--- src/rtl/qfd_pkg.sv ---
package qfd_pkg;
  typedef enum logic [1:0] {
    ROT_STAY = 2'd0,
    ROT_FWD  = 2'd1,
    ROT_HALF = 2'd2,
    ROT_BACK = 2'd3
  } rotStep_t;

  typedef struct packed {
    logic loadQuad;
    logic clearCounts;
    logic bumpQuiet;
  } qfdStrobes_t;

  function automatic logic [1:0] quadIndex(input logic iBit, input logic qBit);
    return {iBit, iBit ^ qBit};
  endfunction
endpackage

--- src/rtl/qfd_datapath.sv ---
module qfd_datapath
  import qfd_pkg::*;
#(
  parameter int SETTLE_CYCLES = 80,
  parameter int QUIET_RUN     = 16
) (
  input  logic        clk,
  input  logic        rst_n,
  input  logic        iSample,
  input  logic        qSample,
  input  qfdStrobes_t strobes,
  output rotStep_t    stepKind,
  output logic        havePrev,
  output logic        settleFullNext,
  output logic        quietFullNext
);
  localparam int SW = $clog2(SETTLE_CYCLES + 1);
  localparam int QW = $clog2(QUIET_RUN + 1);
  localparam logic [SW-1:0] SETTLE_MAX = SW'(SETTLE_CYCLES);
  localparam logic [QW-1:0] QUIET_MAX  = QW'(QUIET_RUN);

  logic [1:0]    prevIdx;
  logic [1:0]    curIdx;
  logic [SW-1:0] settleCnt, settleNext;
  logic [QW-1:0] quietCnt, quietNext;

  assign curIdx   = quadIndex(iSample, qSample);
  assign stepKind = rotStep_t'(curIdx - prevIdx);

  always_comb begin
    if (strobes.clearCounts) settleNext = '0;
    else if (settleCnt == SETTLE_MAX) settleNext = settleCnt;
    else settleNext = settleCnt + 1'b1;

    if (strobes.clearCounts) quietNext = '0;
    else if (strobes.bumpQuiet && quietCnt != QUIET_MAX) quietNext = quietCnt + 1'b1;
    else quietNext = quietCnt;
  end

  assign settleFullNext = (settleNext == SETTLE_MAX);
  assign quietFullNext  = (quietNext == QUIET_MAX);

  always_ff @(posedge clk or negedge rst_n) begin
    if (!rst_n) begin
      prevIdx   <= '0;
      havePrev  <= 1'b0;
      settleCnt <= '0;
      quietCnt  <= '0;
    end else begin
      if (strobes.loadQuad) begin
        prevIdx  <= curIdx;
        havePrev <= 1'b1;
      end
      settleCnt <= settleNext;
      quietCnt  <= quietNext;
    end
  end

  assert_settle_bounded_R6: assert property (@(posedge clk) disable iff (!rst_n)
    settleCnt <= SETTLE_MAX);

  assert_quiet_bounded_R6: assert property (@(posedge clk) disable iff (!rst_n)
    quietCnt <= QUIET_MAX);

  assert_clear_restarts_R5: assert property (@(posedge clk) disable iff (!rst_n)
    strobes.clearCounts |=> (settleCnt == '0 && quietCnt == '0));
endmodule

--- src/rtl/qfd_control.sv ---
module qfd_control
  import qfd_pkg::*;
(
  input  logic        clk,
  input  logic        rst_n,
  input  logic        edgeStrobe,
  input  rotStep_t    stepKind,
  input  logic        havePrev,
  input  logic        settleFullNext,
  input  logic        quietFullNext,
  output qfdStrobes_t strobes,
  output logic        upPulse,
  output logic        downPulse,
  output logic        lockFlag
);
  logic measured;
  logic moved;

  assign measured = edgeStrobe && havePrev;
  assign moved    = measured && (stepKind != ROT_STAY);

  always_comb begin
    strobes.loadQuad    = edgeStrobe;
    strobes.clearCounts = moved;
    strobes.bumpQuiet   = measured && (stepKind == ROT_STAY);
  end

  always_ff @(posedge clk or negedge rst_n) begin
    if (!rst_n) begin
      upPulse   <= 1'b0;
      downPulse <= 1'b0;
      lockFlag  <= 1'b0;
    end else begin
      upPulse   <= measured && (stepKind == ROT_FWD);
      downPulse <= measured && (stepKind == ROT_BACK);
      lockFlag  <= !moved && settleFullNext && quietFullNext;
    end
  end

  assert_updown_exclusive_R3: assert property (@(posedge clk) disable iff (!rst_n)
    !(upPulse && downPulse));

  assert_idle_neutral_R4: assert property (@(posedge clk) disable iff (!rst_n)
    !edgeStrobe |=> (!upPulse && !downPulse));

  assert_forward_up_R2: assert property (@(posedge clk) disable iff (!rst_n)
    (measured && stepKind == ROT_FWD) |=> upPulse);

  assert_move_drops_lock_R5: assert property (@(posedge clk) disable iff (!rst_n)
    moved |=> !lockFlag);
endmodule

--- src/rtl/quad_freq_detector.sv ---
module quad_freq_detector
  import qfd_pkg::*;
#(
  parameter int SETTLE_CYCLES = 80,
  parameter int QUIET_RUN     = 16
) (
  input  logic clk,
  input  logic rst_n,
  input  logic edgeStrobe,
  input  logic iSample,
  input  logic qSample,
  output logic upPulse,
  output logic downPulse,
  output logic lockFlag
);
  qfdStrobes_t strobes;
  rotStep_t    stepKind;
  logic        havePrev;
  logic        settleFullNext;
  logic        quietFullNext;

  qfd_datapath #(
    .SETTLE_CYCLES(SETTLE_CYCLES),
    .QUIET_RUN    (QUIET_RUN)
  ) u_dp (
    .clk           (clk),
    .rst_n         (rst_n),
    .iSample       (iSample),
    .qSample       (qSample),
    .strobes       (strobes),
    .stepKind      (stepKind),
    .havePrev      (havePrev),
    .settleFullNext(settleFullNext),
    .quietFullNext (quietFullNext)
  );

  qfd_control u_ctl (
    .clk           (clk),
    .rst_n         (rst_n),
    .edgeStrobe    (edgeStrobe),
    .stepKind      (stepKind),
    .havePrev      (havePrev),
    .settleFullNext(settleFullNext),
    .quietFullNext (quietFullNext),
    .strobes       (strobes),
    .upPulse       (upPulse),
    .downPulse     (downPulse),
    .lockFlag      (lockFlag)
  );
endmodule

--- config.mk ---
export PLATFORM = sky130hd
export DESIGN_NAME = quad_freq_detector
export DESIGN_NICKNAME = d
export VERILOG_FILES = /design/src/rtl/qfd_pkg.sv /design/src/rtl/qfd_datapath.sv /design/src/rtl/qfd_control.sv /design/src/rtl/quad_freq_detector.sv
export SDC_FILE = /design/constraint.sdc
export NUM_CORES = 1
export LEC_CHECK = 0
export ABC_AREA = 1
export BUFFER_PORTS_ARGS = -buffer_cell sky130_fd_sc_hd__buf_2
export CORE_MARGIN = 1.5
export CORE_UTILIZATION = 60
export CTS_CLUSTER_SIZE = 40
export DETAILED_ROUTE_END_ITERATION = 10
export PLACE_DENSITY = 0.87
export RECOVER_POWER = 25
export SKIP_LAST_GASP = 1
export SLEW_MARGIN = 20
export SYNTH_ARGS = -nofsm -noshare
export SYNTH_HDL_FRONTEND = slang
export SYNTH_SLANG_ARGS = --single-unit
--- constraint.sdc ---
create_clock -name clk -period 4.6 [get_ports clk]
set_clock_uncertainty 0.05 [all_clocks]
set_input_delay 0.23 -clock clk [delete_from_list [all_inputs] [get_ports clk]]
set_output_delay 0.23 -clock clk [all_outputs]
set_load 0.1 [all_outputs]
* After elaboration in Yosys (flattened, before gate mapping)
Cells that the tools add are included.
** Storage, ports and cells
- Output and inout port bits :: 3
- Logic and storage cells :: 32
- Register bits :: 18
- Input bits :: 5
** Operators by class
- Muxes and demuxes :: 4
- Reduce and logical (&&, ||, !) cells :: 11
- Bitwise operators :: 1
- Eq/ne operators :: 6
- $add $sub $neg :: 3
** Operators by type and width (count)
- $eq 7x7->1 const B :: 2
- $mux 7 :: 2
- $mux 5 :: 2
- $logic_and 1x1->1 :: 8
- $add 7x1->7 const B :: 1
- $add 5x1->5 const B :: 1
- $eq 5x5->1 const B :: 1
- $ne 5x5->1 const B :: 1
- $eq 2x1->1 const B :: 1
- $eq 2x2->1 const B :: 1
- $logic_not 2->1 :: 1
- $reduce_bool 2->1 :: 1
- $sub 2x2->2 :: 1
- $logic_not 1->1 :: 1
- $xor 1x1->1 :: 1

* Depth between registers and ports, before layout
Gate-level depths: netlist (run 1).
- Depth after elaboration :: 9
- Mapped depth :: 12

* Hierarchy
A second synthesis (run 1) with hierarchy kept.
** Second synthesis, totals
- Cell total of the unflattened synthesis :: 144
- Area total of the unflattened synthesis :: 1083.5 um^2
** Modules (own cells, without submodules)
- qfd_datapath :: sequential area each 375.4 um^2, instances 1, area each 945.9 um^2, cells each 129
- qfd_control :: sequential area each 75.1 um^2, instances 1, area each 137.6 um^2, cells each 15

* Least setup slack after synthesis (run 1)
No wires, ideal clock.
- Path kind :: flip-flop to flip-flop
- Start :: register u_dp.prevIdx[0]
- End :: register u_ctl.lockFlag
- Setup slack :: 3.137 ns
- Clock period less this slack :: 1.463 ns
- Setup time :: 0.071 ns
- Arrival time :: 1.342 ns
- Cell stages (with the launch flop) :: 10
- Path buffers :: 0
- Cells stage by stage :: dfrtp_1 ha_1 nand3_4 nand2_4 inv_4 nor2_4 nand2_2 nor2_2 nand3_1 nor2_1
** RTL lines
- from (decl) :: line qfd_datapath.sv:22 : logic [1:0] prevIdx;
- from (signal assigned) :: line qfd_datapath.sv:51 : prevIdx <= curIdx;
- $sub 2x2->2 :: line qfd_datapath.sv:28 : assign stepKind = rotStep_t'(curIdx - prevIdx);
- $reduce_bool 2->1 :: line qfd_control.sv:20 : assign moved = measured && (stepKind != ROT_STAY);
- $logic_and 1x1->1 :: line qfd_control.sv:20
- $mux 7 :: line qfd_datapath.sv:31 : if (strobes.clearCounts) settleNext = '0;
- named net u_dp.settleNext[4] :: line qfd_datapath.sv:24 : logic [SW-1:0] settleCnt, settleNext;
- $eq 7x7->1 :: line qfd_datapath.sv:40 : assign settleFullNext = (settleNext == SETTLE_MAX);
- $logic_and 1x1->1 (2 in a row) :: line qfd_control.sv:36 : lockFlag <= !moved && settleFullNext && quietFullNext;
- to (signal assigned) :: line qfd_control.sv:36
- to (decl) :: line qfd_control.sv:14 : output logic lockFlag
The timed path passes the listed nets, and every way through them passes these cells.
A chain may end at the register's enable or synchronous reset.

* Final worst setup path (run 1)
Same ends and word-level chain as after synthesis.

==> out/results.ini, run 1 <==
[power]
cellLeakagePower_nw=0.621
power_density_mw_per_mm2=359
p_total_uw=423
vdd_drop_max_mv=0.228

[detailed_routing]
met3_length_um=66
drcViolationCount=0
vias_per_cell=4.93
avgRoutedWirePerCell_um=11.0
route.vias.total=848
top_layer_used=met4
drt-total-wl_um=1890
wl_met2_um=972
antenna_left=0
dr.pass1.iters=4
met1_length_um=814
drtIter0Drc=20

[place]
place.gp.congestion=0.835
dp_hpwl_um=1540
io_buffers=7

[clock_network]
post_cts_resized=0
cts-buffers-inserted=3
clock_sinks=18
cts_tree=built
clk_latency_ns=0.30
clk_path_buf_depth=2
cts.clk_slew.worst_paths_ns=0.10
clockRootBuffer=clkbuf_4
htreeDepth=1

[timing]
fin_crit_ns=1.60
slew_violations=0
worstMarginPinSlew_ns=0.934
slew_headroom_pct=37.7
rsz0062_at_grt=no
fmax_mhz=625
setup_tns_ns=0
period_share_pct=34.8
hold_viol=0
setup_viol=0

[floorplan]
die_area_sq_mm=0.00205
fp.coreArea_sq_mm=0.00171
pin_count=8
rows=15
die_h_um=45.2
start_util_pct=62.6
die_x_um=45.2

[critical_path]
cp-end-kind=flip-flop
critPathMaxFanout=10
path_class=reg -> reg
path_cells=ha_1, nand3_4, nand2_4, inv_4, nor2_4, nand2_2, nor2_2, nand3_1, nor2_1
crit_required_ns=4.79
cp.arrival_ns=1.79
crit_path_top_delay_cell=dfrtp_1
cpPeakStageDelay_ns=0.39
cp-start-kind=flip-flop

[synthesis]
yosysUniqueCellTypes=23
yosysSeqAreaShare_pct=42.1
synth.ff_latch_count=18
netlist_area_sq_mm=0.00107
syn_avg_cell_area_sq_um=7.92
netlist_instances=135
yosys_warnings=0
synth_nets=145

[grt]
antenna_found_initial=0
grt_pass1_wl_um=3140
grt_use_total_pct=22.1
grt_pass1_vias=786
grt_max_degree=19
grt_overflow=0

[final_layout]
fillerInstances=142
drive_gt1_share_pct=19.0
synthToLayoutAreaGrowth_pct=10.4
final_core_utilization_pct=69.2
multiInputGateArea_sq_um=531
diodes=0
seqCellArea_sq_um=450
fin_nets=158

[status]
status=completed

[hold_path]
hold_path_class=in -> reg

[run]
drv_cap=0

## layer usage
metal	vias up	global-route usage, %
li1	442	-
met1	382	27.4
met2	19	36.6
met3	5	5.20
met4	0	9.41
met5	-	0
## layout make-up
cell class / count / share of cell area, %
clock buffer: 4 / 3.07
inverter: 23 / 7.52
multi-input combinational: 94 / 44.9
sequential: 18 / 38.1
tap: 25 / 2.65
timing repair buffer: 8 / 3.71
## synth_stat cells
master    count  area, sq um
inv_4         1         6.26
nor2_4        2         22.5
or2_2         1         6.26
nand2_4       1         11.3
nand3_1      10         50.1
nand2_1      32          120
inv_2         2         7.51
nor2_2        3         18.8
xnor2_1       5         43.8
nand3b_1      2         15.0
nand3_4       1         17.5
o21ai_1       2         10.0
nand2_2       5         31.3
nor2_1       13         48.8
nor3_1        1         5.00
nand4_1       1         6.26
dfrtp_1      18          450
inv_1        20         75.1
a21oi_1       3         15.0
o21ai_0       4         20.0
xor2_1        1         8.76
a21oi_2       2         17.5
ha_1          5         62.6
## report_power, final
group	switching (mW)	internal, mW
Clock	0.0491	0.0483
Combinational	0.0885	0.0433
Sequential	0.0172	0.177
Total	0.155	0.269
## timing repair
item                                    CTS  global route
endpoints found under the setup margin    0             0
hold buffers                              1             0
endpoints found under the hold margin    18             0
buffers inserted                          0             0
## worst max-delay path, delay by kind of cell, from the launching register on
family / cells / cell delay, ns
adders and majority gates: 1 / 0.37
buffers and inverters: 1 / 0.06
DFF: 1 / 0.39
and+or+nand+nor: 7 / 0.66
## registers in the layout, indices dropped and copies added, names as in the netlist
register / cells
u_ctl.lockFlag: 1
u_ctl.downPulse: 1
u_dp.prevIdx: 2
u_ctl.upPulse: 1
u_dp.havePrev: 1
u_dp.settleCnt: 7
u_dp.quietCnt: 5
## stage by stage
| step | hold WS [ns] | setup slack [ns] | instance area, sq um | instances |
|---|---|---|---|---|
| floorplan | -0.116 | 3.14 | 1070 | 135 |
| global placement | 0.119 | 2.93 | 1140 | 167 |
| detailed placement | 0.123 | 2.86 | 1140 | 167 |
| CTS | 0.125 | 2.98 | 1180 | 172 |
| global route | 0.142 | 2.84 | 1180 | 172 |
| finish | 0.129 | 3.00 | 1180 | 172 |
## cell families (layout without fill, tap and decap cells)
kind of cell,after synthesis,count (layout),synth area share (%)
buffers and inverters,23,35,8.30
AOI/OAI and AO/OA,11,11,5.85
adders and majority gates,5,5,5.85
and+or+nand+nor,72,72,33.0
DFF,18,18,42.1
xor gates and xnor gates,6,6,4.91
## placed cells by master (no fill, tap or decap), types with 2 or more instances in the layout
cell type	instances
inv_1	20
a21oi_2	2
nor2_4	2
ha_1	5
o21ai_1	2
dfrtp_1	18
buf_2	6
o21ai_0	4
xnor2_1	5
a21oi_1	3
nor2_2	3
inv_2	2
nand2_2	5
nand3_1	10
clkbuf_4	3
nand2_1	32
nand3b_1	2
nor2_1	13
## final timing paths
kind	start	to	slack, ns	cells past startpoint
setup / recovery	u_dp.prevIdx[0]	u_ctl.lockFlag	3.00	9
hold / removal	edgeStrobe	u_dp.prevIdx[0]	0.13	2
setup reg to reg	u_dp.prevIdx[0]	u_ctl.lockFlag	3.00	9
hold reg to reg	u_dp.havePrev	u_dp.havePrev	0.46	1
max in group asynchronous	rst_n	u_dp.havePrev	3.41	2
min in group asynchronous	rst_n	u_dp.settleCnt[2]	0.52	2
Power figures use the tool's default switching activity.
==> inputs of run 2 (changes only) <==
- CORE_UTILIZATION: 60 -> 58
- PLACE_DENSITY: 0.87 -> 0.84
- clock period: 4.6 -> 1.65 ns (I/O delays scaled with it)
==> run 2 against run 1 <==
The flow now finishes with violations (setup timing); sequential cell count did not move; first-iteration DRC count fell by 25%; final cell count rose by 5.2%; clock power rose to 2.8 times the previous value; largest cell class unchanged; largest power group unchanged.
==> out/results.ini, run 2 (same netlist as run 1, synthesis figures left out) <==
[status]
status=complete, but fails checks
violations=setup timing

[timing]
slew_headroom_pct=35.6
period_share_pct=101
worstMarginPinSlew_ns=0.967
fin_crit_ns=1.67
fmax_mhz=598
slew_violations=0
setup_viol=1
setup_slack_ns=-0.0234
hold_viol=0
rsz0062_at_grt=yes

[final_layout]
fin_nets=167
final_cell_mix=nand2_1 (27), dfrtp_1 (18), inv_1 (14)
largest_reg_flops=7
design_area_sq_mm=0.00133
final_core_utilization_pct=77.2
reg_top3=u_dp.settleCnt x7, u_dp.quietCnt x5, u_dp.prevIdx x2
synthToLayoutAreaGrowth_pct=24.6
diodes=0
layout_commonest_cell=nand2_1
regMostFlops=u_dp.settleCnt
finalNonFillerCells=181
drive_gt1_share_pct=35.9

[hold_path]
holdCritStartpoint=iSample
hold_path_class=in -> reg

[critical_path]
cp-start-kind=flip-flop
critPathMaxFanout=4
reg2reg_from=u_dp.quietCnt[1]
crit_buf_inv=3
cp.arrival_ns=1.85
path_cells=inv_2, ha_2, nand2_2, inv_2, a21oi_4, nand2_2, nand2_1, nand4_1, inv_1, nand3_1, nor2_1
cpPeakStageDelay_ns=0.45
crit_path_top_delay_cell=dfrtp_1
cp-end-kind=flip-flop
crit_family=simple AND/OR/NAND/NOR gates
crit_required_ns=1.82
path_class=reg -> reg
startpoint=u_dp.quietCnt[1]

[floorplan]
pin_count=8
die_area_sq_mm=0.00211
die_h_um=45.9
die_x_um=45.9
rows=15
start_util_pct=62.0
fp.coreArea_sq_mm=0.00173

[place]
dpl.cell_count=167
place_ws_ns=0.0458
io_buffers=7
dp_hpwl_um=1450
place.gp.congestion=0.871
dpl_cell_area_sq_mm=0.00114

[power]
power_density_mw_per_mm2=953
vdd_drop_max_mv=0.628
p_total_mw=1.27
cellLeakagePower_nw=0.674

[clock_network]
htreeDepth=1
cts-buffers-inserted=3
clk_path_buf_depth=2
clockRootBuffer=clkbuf_4
clock_sinks=18
clk_latency_ns=0.29
cts_tree=built
cts.clk_slew.worst_paths_ns=0.10

[detailed_routing]
drcViolationCount=0
dr.pass1.iters=4
route.vias.total=945
drtIter0Drc=15
avgRoutedWirePerCell_um=14.0
antenna_left=0
vias_per_cell=5.22
drt-total-wl_um=2530

[run]
drv_cap=0

[grt]
grt_pass1_wl_um=3220
antenna_found_initial=0
grt_max_degree=19
grt_pass1_vias=800
grt_use_total_pct=22.3
grt_overflow=0

run 2: path summary, 6_finish.rpt:
kind | end | slack, ns | cells after the start
min in group asynchronous | u_dp.prevIdx[0] | 0.40 | 2
setup reg to reg | u_ctl.lockFlag | -0.02 | 11
setup / recovery | u_ctl.lockFlag | -0.02 | 11
hold reg to reg | u_dp.havePrev | 0.45 | 1
max in group asynchronous | u_dp.settleCnt[3] | 0.57 | 2
hold / removal | u_dp.prevIdx[1] | 0.03 | 3
run 2: final cells by class:
| class | instances | area, sq um |
|---|---|---|
| Tap cell | 25 | 31.3 |
| Timing Repair Buffer | 17 | 118 |
| Fill cell | 123 | 394 |
| Multi-Input combinational cell | 94 | 608 |
| Sequential cell | 18 | 450 |
| Inverter | 23 | 88.8 |
| Clock buffer | 4 | 36.3 |
run 2: timing repair:
| item | in CTS | in global routing |
|---|---|---|
| resized for setup | 0 | 29 |
| endpoints found under the setup margin | 0 | 1 |
| hold endpoints to repair | 19 | 0 |
| setup buffers | 0 | 8 |
| hold buffers | 2 | 0 |
run 2: metrics by stage:
step / TNS (ns) / hold slack, ns
3_3_place_gp: 0 / -0.0266
5_1_grt: -0.221 / 0.0349
6_report: -0.0234 / 0.0302
2_1_floorplan: 0 / -0.263
4_1_cts: 0 / 0.0135
3_5_place_dp: 0 / -0.0254
run 2: metal layers:
metal  GRT usage, %  vias to the layer above  wire (um)
met2           38.3                       19       1310
met1           25.8                      457       1080
met3           5.56                        8         83
met4           9.71                        0         66
met5              0                        -          0
li1               -                      461          -
run 2: where the power goes:
part / switching [mW] / leakage (nW) / total, mW / internal [mW]
sequential: 0.0577 / 0.235 / 0.551 / 0.493
clock: 0.134 / 0.0210 / 0.269 / 0.135
combinational: 0.285 / 0.418 / 0.450 / 0.165
run 2: worst min-delay path, cell delays in order:
cell and delay, ns:
buf_2 0.13, nand2_1 0.06, o21ai_0 0.07
==> inputs of run 3 (changes only) <==
- CORE_UTILIZATION: 58 -> 60
- CTS_BUF_LIST: unset -> sky130_fd_sc_hd__clkbuf_2 sky130_fd_sc_hd__clkbuf_4 sky130_fd_sc_hd__clkbuf_8
- PLACE_DENSITY: 0.84 -> 0.87
==> run 3 against run 2 <==
Maximum frequency is 1.1% higher; final cell count is 1.1% lower; utilization fell by 0.54 points; clock-buffer cell count unchanged; sequential power shrank 2%; largest cell class unchanged; worst hold slack got worse by 0.029 ns; the flow still finishes with violations (setup timing); critical endpoint unchanged; highest routed layer unchanged; critical path depth shrank 3; non-clock buffer count shrank 2; first-iteration DRC count increased to 3.1 times the previous value.
==> out/results.ini, run 3 (same netlist as run 1, synthesis figures left out) <==
[clock_network]
clock_sinks=18
cts_tree=built
cts.clk_slew.worst_paths_ns=0.10
clk_latency_ns=0.31
cts-buffers-inserted=3
htreeDepth=1
clk_path_buf_depth=2
clockRootBuffer=clkbuf_4

[place]
place.gp.congestion=0.816
dpl_cell_area_sq_mm=0.00114
dp_hpwl_um=1570
io_buffers=7

[hold_path]
holdPathStages=3
hold_path_class=in -> reg
hold_path_end=u_dp.prevIdx[1]
holdCritStartpoint=iSample

[critical_path]
path_class=reg -> reg
reg2reg_from=u_dp.quietCnt[2]
reg2reg_slack_ns=-0.006
cp-end-kind=flip-flop
path_cells=nor2_1, nand2_1, nand2_2, o21ai_1, nor2_2, nor2_2, nand3_1, nor2_2
critPathMaxFanout=5
cp-start-kind=flip-flop
cp_common_cell=nor2_2
r2r-end=u_ctl.lockFlag
crit_path_top_delay_cell=dfrtp_1
crit_required_ns=1.81
cp.arrival_ns=1.82
startpoint=u_dp.quietCnt[2]
cpPeakStageDelay_ns=0.46
rr_worst_depth=8

[power]
cellLeakagePower_nw=0.660
vdd_drop_max_mv=0.759
power_density_mw_per_mm2=978
p_total_mw=1.28

[grt]
grt_pass1_wl_um=3060
grt_pass1_vias=771
antenna_found_initial=0
grt_max_degree=19
grt_overflow=0
grt_use_total_pct=21.9

[detailed_routing]
drcViolationCount=0
dr.pass1.iters=4
drt-total-wl_um=2550
antenna_left=0
route.vias.total=932
avgRoutedWirePerCell_um=14.2
drtIter0Drc=47
vias_per_cell=5.21

[floorplan]
fp.coreArea_sq_mm=0.00171
start_util_pct=62.6
die_x_um=45.2
die_h_um=45.2
pin_count=8
rows=15
die_area_sq_mm=0.00205

[final_layout]
regMostFlops=u_dp.settleCnt
multiInputGateArea_sq_um=603
reg_top3=u_dp.settleCnt x7, u_dp.quietCnt x5, u_dp.prevIdx x2
layout_commonest_cell=nand2_1
fin_nets=165
diodes=0
final_cell_mix=nand2_1 (30), dfrtp_1 (18), inv_1 (17)
design_area_sq_mm=0.00131
largest_reg_flops=7
drive_gt1_share_pct=32.5
fillerInstances=112
final_core_utilization_pct=76.6
synthToLayoutAreaGrowth_pct=22.3
seqCellArea_sq_um=450

[run]
drv_cap=0

[timing]
slew_headroom_pct=38.0
hold_viol=0
fin_crit_ns=1.66
setup_slack_ns=-0.00590
setup_viol=1
worstMarginPinSlew_ns=0.931
fmax_mhz=604
period_share_pct=100
slew_violations=0

[status]
violations=setup timing
status=complete, but fails checks

==> run 3: changes by cell type in the layout (fill, tap and decap cells not counted), moves of 2 or more <==
| cell | previous run | this run |
|---|---|---|
| nand3_1 | 8 | 5 |
| ha_2 | 3 | 1 |
| inv_1 | 14 | 17 |
| nor2_2 | 4 | 6 |
| nor2_1 | 12 | 10 |
| nand2_2 | 9 | 7 |
| nand3_2 | 2 | 5 |
| nand2_1 | 27 | 30 |
| inv_2 | 8 | 5 |
==> run 3: what timing repair did <==
action | in CTS | in global routing
hold buffers | 2 | 0
hold endpoints to repair | 20 | 0
buffers inserted | 0 | 6
endpoints found under the setup margin | 0 | 1
resized for setup | 0 | 20
==> run 3: worst max path at each step <==
stage,end,slack [ns],cells past startpoint
2_1_floorplan,u_ctl.lockFlag,0.19,9
3_3_place_gp,u_ctl.lockFlag,0.13,11
3_5_place_dp,u_ctl.lockFlag,0.05,10
4_1_cts,u_ctl.lockFlag,0.03,9
5_1_grt,u_ctl.lockFlag,-0.10,11
6_report,u_ctl.lockFlag,-0.006,8
==> run 3: metrics by stage <==
stage               setup WS (ns)  hold slack [ns]  TNS [ns]  std cells
floorplan                   0.187           -0.263         0        135
global placement            0.125          -0.0278         0        167
detailed placement         0.0534          -0.0224         0        167
CTS                        0.0302          0.00434         0        173
global route               -0.102           0.0330    -0.102        179
finish                   -0.00590          0.00132  -0.00590        179
==> run 3: layer usage <==
| layer | part of all wire, % | vias up | track usage, % |
|---|---|---|---|
| met3 | 4.7 | 10 | 2.80 |
| met2 | 52 | 37 | 39.7 |
| met4 | 3.6 | 0 | 13.5 |
| met5 | 0 | - | 0 |
| li1 | - | 456 | - |
| met1 | 39 | 429 | 23.9 |
==> run 3: critical path: cells and delay by family, from the launching register on <==
| family | cells | cell delay (ns) |
|---|---|---|
| simple gates | 7 | 0.95 |
| flops | 1 | 0.46 |
| compound gates | 1 | 0.10 |
==> run 3: area by class of cell <==
class                   count  share of cell area, %
well taps                  25                   2.39
inverters                  23                   6.79
flip-flops and latches     18                   34.4
clock buffers               4                   2.77
multi-input cells          94                   46.1
repair buffers             15                   7.55
==> run 3: report_power, final <==
part           internal [mW]  total [mW]  switching (mW)
logic                  0.167       0.460           0.293
registers              0.493       0.542          0.0481
clock network          0.135       0.278           0.143
